[src/rtl/pause_flow_ctl.sv]
module pause_flow_ctl #(
  parameter int          QW                = 16,
  parameter int          TICKS_PER_QUANTUM = 512,
  parameter logic [15:0] CTL_ETYPE         = 16'h8808,
  parameter logic [15:0] PAUSE_OP          = 16'h0001,
  parameter logic [QW-1:0] TXQ_INIT        = QW'('hF000)
) (
  input  logic          clk,
  input  logic          rst_n,
  input  logic          ctl_valid,
  input  logic [15:0]   ctl_ethtype,
  input  logic [15:0]   ctl_opcode,
  input  logic [QW-1:0] ctl_quanta,
  input  logic          cfg_ignore,
  input  logic          cfg_forward,
  input  logic          cfg_cmd_en,
  input  logic          bit_tick,
  input  logic          tx_busy,
  input  logic          txq_we,
  input  logic [QW-1:0] txq_wdata,
  output logic          tx_hold,
  output logic          pause_pulse,
  output logic          fwd,
  output logic          drop,
  output logic [QW-1:0] txq
);

  localparam int SW = (TICKS_PER_QUANTUM > 1) ? $clog2(TICKS_PER_QUANTUM) : 1;
  localparam logic [SW-1:0] SUB_LAST = SW'(TICKS_PER_QUANTUM - 1);

  logic          is_ctl, is_pause, is_cmd, load, timer_on;
  logic [QW-1:0] rem_q;
  logic [SW-1:0] sub_cnt;

  assign is_ctl   = ctl_valid && (ctl_ethtype == CTL_ETYPE);
  assign is_pause = is_ctl && (ctl_opcode == PAUSE_OP);
  assign is_cmd   = is_ctl && (ctl_opcode != PAUSE_OP);
  assign load     = is_pause && !cfg_ignore;
  assign timer_on = (rem_q != '0);

  always_ff @(posedge clk) begin
    if (!rst_n) begin
      rem_q   <= '0;
      sub_cnt <= '0;
    end else if (load) begin
      rem_q   <= ctl_quanta;
      sub_cnt <= '0;
    end else if (bit_tick && timer_on) begin
      if (sub_cnt == SUB_LAST) begin
        sub_cnt <= '0;
        rem_q   <= rem_q - 1'b1;
      end else begin
        sub_cnt <= sub_cnt + 1'b1;
      end
    end
  end

  always_ff @(posedge clk) begin
    if (!rst_n) begin
      tx_hold     <= 1'b0;
      pause_pulse <= 1'b0;
      fwd         <= 1'b0;
      drop        <= 1'b0;
      txq         <= TXQ_INIT;
    end else begin
      tx_hold     <= timer_on && (tx_hold || !tx_busy);
      pause_pulse <= is_pause;
      fwd         <= (is_pause && cfg_forward) || (is_cmd && cfg_cmd_en);
      drop        <= (is_pause && !cfg_forward) || (is_cmd && !cfg_cmd_en);
      if (txq_we) txq <= txq_wdata;
    end
  end

  assert_fwd_drop_excl_R3: assert property (@(posedge clk) disable iff (!rst_n)
    !(fwd && drop));

  assert_pulse_source_R2: assert property (@(posedge clk) disable iff (!rst_n)
    pause_pulse |-> $past(ctl_valid && ctl_ethtype == CTL_ETYPE && ctl_opcode == PAUSE_OP));

  assert_cmd_no_pulse_R4: assert property (@(posedge clk) disable iff (!rst_n)
    (ctl_valid && ctl_ethtype == CTL_ETYPE && ctl_opcode != PAUSE_OP) |=> !pause_pulse);

  assert_hold_rise_idle_R9: assert property (@(posedge clk) disable iff (!rst_n)
    $rose(tx_hold) |-> !$past(tx_busy));

  assert_no_tick_stable_R12: assert property (@(posedge clk) disable iff (!rst_n)
    (!bit_tick && !ctl_valid) |=> ($stable(rem_q) && $stable(sub_cnt)));

  assert_ignore_no_grow_R6: assert property (@(posedge clk) disable iff (!rst_n)
    (is_pause && cfg_ignore) |=> (rem_q <= $past(rem_q)));

  assert_zero_clears_R8: assert property (@(posedge clk) disable iff (!rst_n)
    (load && ctl_quanta == '0) |=> ##1 !tx_hold);

  assert_other_type_silent_R11: assert property (@(posedge clk) disable iff (!rst_n)
    (ctl_valid && ctl_ethtype != CTL_ETYPE) |=> !(fwd || drop || pause_pulse));

endmodule

[config.mk]
export PLATFORM = sky130hd
export DESIGN_NAME = pause_flow_ctl
export DESIGN_NICKNAME = d
export VERILOG_FILES = /design/src/rtl/pause_flow_ctl.sv
export SDC_FILE = /design/constraint.sdc
export NUM_CORES = 1
export LEC_CHECK = 0
export BUFFER_PORTS_ARGS = -buffer_cell sky130_fd_sc_hd__buf_2
export CORE_ASPECT_RATIO = 2
export CORE_MARGIN = 4
export CORE_UTILIZATION = 45
export CTS_BUF_LIST = sky130_fd_sc_hd__clkbuf_8
export CTS_CLUSTER_DIAMETER = 200
export DETAILED_ROUTE_END_ITERATION = 8
export GPL_TIMING_DRIVEN = 0
export HOLD_SLACK_MARGIN = 0.06
export PLACE_DENSITY = 0.76
export SLEW_MARGIN = 20
export SYNTH_ARGS = -nofsm -noshare
export SYNTH_HDL_FRONTEND = slang
export SYNTH_SLANG_ARGS = --single-unit
[constraint.sdc]
create_clock -name clk -period 2.15 [get_ports clk]
set_input_delay 0.43 -clock clk [delete_from_list [all_inputs] [get_ports clk]]
set_output_delay 0.43 -clock clk [all_outputs]
set_load 0.05 [all_outputs]
==> flow_metrics.tcl <==
set metrics [dict create \
    synth_xor_area_share_pct 5.635 \
    area_growth_syn_to_layout_pct 31.51 \
    die_area_sq_um 6079 \
    rsz0062_at_grt "no" \
    yosysSeqAreaShare_pct 41.40 \
    io_pins 93 \
    avgSynthCellArea_sq_um 8.845 \
    p_int_mw 1.165 \
    dr.pass1.iters 4 \
    power_mw 1.601 \
    synth-seq-cells 45 \
    comb_power_share_pct 13.3 \
    fin_crit_sh_pct 91.62 \
    initial_core_util_pct 46.87 \
    drt-wirelength-per-cell_microns 13.89 \
    totalWireLength_microns 5557 \
    die_w_microns 57.17 \
    grt_pass1_wl_microns 9218 \
    worst-path-buf-inv 0 \
    yosys-top-cells-area "dfxtp_1 41%, mux2i_1 8.7%, nor2_1 5.7%, a21oi_1 3.9%, nand2_1 3.5%" \
    synthArstFlopShare_pct 0 \
    vias_per_cell 5.375 \
    crit_chain "and4_1 > nand2_1 > nor2_1 > ha_2 > and2_4 > nand4_1 > nor3_2 > mux2i_1 > a21oi_1" \
    antenna_found_initial 0 \
    htreeDepth 2 \
    netlist_instances 246 \
    timing.final.hold_violations 0 \
    synth_top_cell_area_share_pct 41.40 \
    sw_frac_of_total_pct 27.19 \
    crit_family "simple AND/OR/NAND/NOR gates" \
    ys.flop_type "dfxtp_1" \
    design_area_sq_um 2861 \
    synth_top_family_by_area "simple AND/OR/NAND/NOR gates" \
    synth_fa_ha_area_share_pct 1.725 \
    cap_violations 0 \
    layout-drive-gt1-share_pct 36.81 \
    cts_max_path_buffers 2 \
    diodes 0 \
    tritoncts "built" \
    skew_ns 0.008456 \
    crit_path_start_kind "flop" \
    path_class "flop to flop" \
    synth_warnings 0 \
    tightest_slew_ns 0.6945 \
    worstPathArrival_ns 2.16 \
    endpoint_kind "flop" \
    cts_post_setup_buffers_inserted 0 \
    fmax_mhz 507.7 \
    worst_ir_drop_vdd_uv 477.6 \
    drtIter0Drc 52 \
    cp_max_fo 6 \
    p_seq_share_pct 53.6 \
    regToRegSetupSlack_ns 0.18 \
    gp_congestion 0.8901 \
    cp_slowest_stage_delay_ns 0.37 \
    setup_violations 0 \
    p_leak_nw 1.267 \
    syn_area_sq_um 2176 \
    synth-edff-count 0 \
    status "finished clean" \
    yosys.area_share.simple_pct 27.66 \
    placed_area_sq_um 2700 \
    synth_nets 322 \
    min_period_ns 1.970 \
    switchingPower_mw 0.4353 \
    clkTransAtPathRegs_ns 0.08 \
    layout.nets 420 \
    cts-buffers-inserted 5 \
    yosysUniqueCellTypes 42 \
    pwr-share-clk_pct 33.1 \
    worstHoldPathType "input port to flop" \
    core-area_sq_um 4642 \
    grt_overflow 0 \
    clkLatencyLatePin_ns 0.30 \
    final_common_cell "buf_2" \
    cp.required_ns 2.34 \
    portBuffers 91 \
    root_buffer "clkbuf_8" \
    synthMuxAreaShare_pct 8.741 \
    fp-row-count 35 \
    maxSlewViolCount 0 \
    powerDensity_nw_per_um2 559.4 \
    most-common-layout-cells "92 x buf_2, 40 x dfxtp_1, 32 x nor2_1" \
    max_slew_margin_pct 53.70 \
    cp_slowest_cell "dfxtp_2" \
    first_global_vias 2205 \
    clock_sinks 45 \
    drc 0 \
    ant_nets 0 \
    yosysTopAreaCell "dfxtp_1" \
    synth_compound_area_share_pct 10.98 \
    dp_hpwl_microns 4352 \
    vias 2150 \
    grtUsageTotal_pct 18.94 \
    grt_max_degree 16 \
    die_h_microns 106.3 \
]
[worst paths after layout]
check                                   start         end  depth (start not counted)
worst max-delay path               sub_cnt[2]   rem_q[14]                          9
worst min-delay path            txq_wdata[12]     txq[12]                          3
worst max register to register     sub_cnt[2]   rem_q[14]                          9
worst min register to register     sub_cnt[8]  sub_cnt[8]                          2
[metal layers]
metal  global-route usage (%)  wire length [microns]  up-vias
met5                        0                      0        -
met4                    10.28                    154        0
met3                    2.916                    288       11
met2                    36.42                   3181       67
met1                    18.21                   1933      992
li1                         -                      -     1080
[synth_stat cells (5+ instances only)]
cell type,number
a21oi_1,17
clkbuf_1,6
o21ai_0,14
inv_1,5
nand2_1,20
nor2_1,33
nand3_1,10
mux2i_1,19
nand4_1,6
dfxtp_1,45
nor3_1,9
xor2_1,8
xnor2_1,6
[worst min-delay path: stages]
cell and delay [ns]:
buf_2 0.07, mux2i_1 0.05, nand2_1 0.05
[cells by family after synthesis]
| family | after synthesis |
|---|---|
| XOR/XNOR | 14 |
| buffers and inverters | 16 |
| AO/OA/AOI/OAI | 40 |
| flip-flops | 45 |
| multiplexers | 19 |
| adder cells (fa/ha/maj) | 3 |
| AND/OR/NAND/NOR | 109 |
[final cells by class]
class / count / area, sq um
Buffer: 11 / 66.31
Clock buffer: 5 / 68.82
Clock inverter: 3 / 21.27
Fill cell: 426 / 1780
Inverter: 5 / 18.77
Multi-Input combinational cell: 185 / 1255
Sequential cell: 45 / 907.1
Tap cell: 55 / 68.82
Timing Repair Buffer: 91 / 455.4
[metrics by stage]
step / utilization [%] / setup TNS [ns] / setup WS, ns / std cells / hold slack, ns
finish: 61.64 / 0 / 0.1802 / 400 / 0.3412
global route: 61.64 / 0 / 0.001482 / 400 / 0.3590
CTS: 60.70 / 0 / 0.004508 / 400 / 0.3338
detailed placement: 58.17 / -1.696 / -0.1907 / 392 / 0.4525
global placement: 58.17 / -1.238 / -0.1600 / 392 / 0.4469
floorplan: - / 0 / 0.1481 / 246 / 0.4382
[state kept, by name, indices dropped and copies added, names as in the netlist]
signal       flops
drop             1
fwd              1
pause_pulse      1
rem_q           16
sub_cnt          9
tx_hold          1
txq             16
[power by group through the flow]
stage	sequential (mW)	clock, mW	combinational (mW)
after detailed placement	0.878	0	0.215
final	0.858	0.529	0.213
after global placement	0.877	0	0.211
after floorplan	0.940	0	0.0541
after global routing	0.862	0.579	0.232
after CTS	0.859	0.545	0.216
[repair_timing]
item | 4_1_cts | 5_1_grt
setup endpoints to repair | 14 | 14
hold buffers | 0 | 0
resized for setup | 6 | 16
pin swaps | 0 | 1
Power figures use the tool's default switching activity.
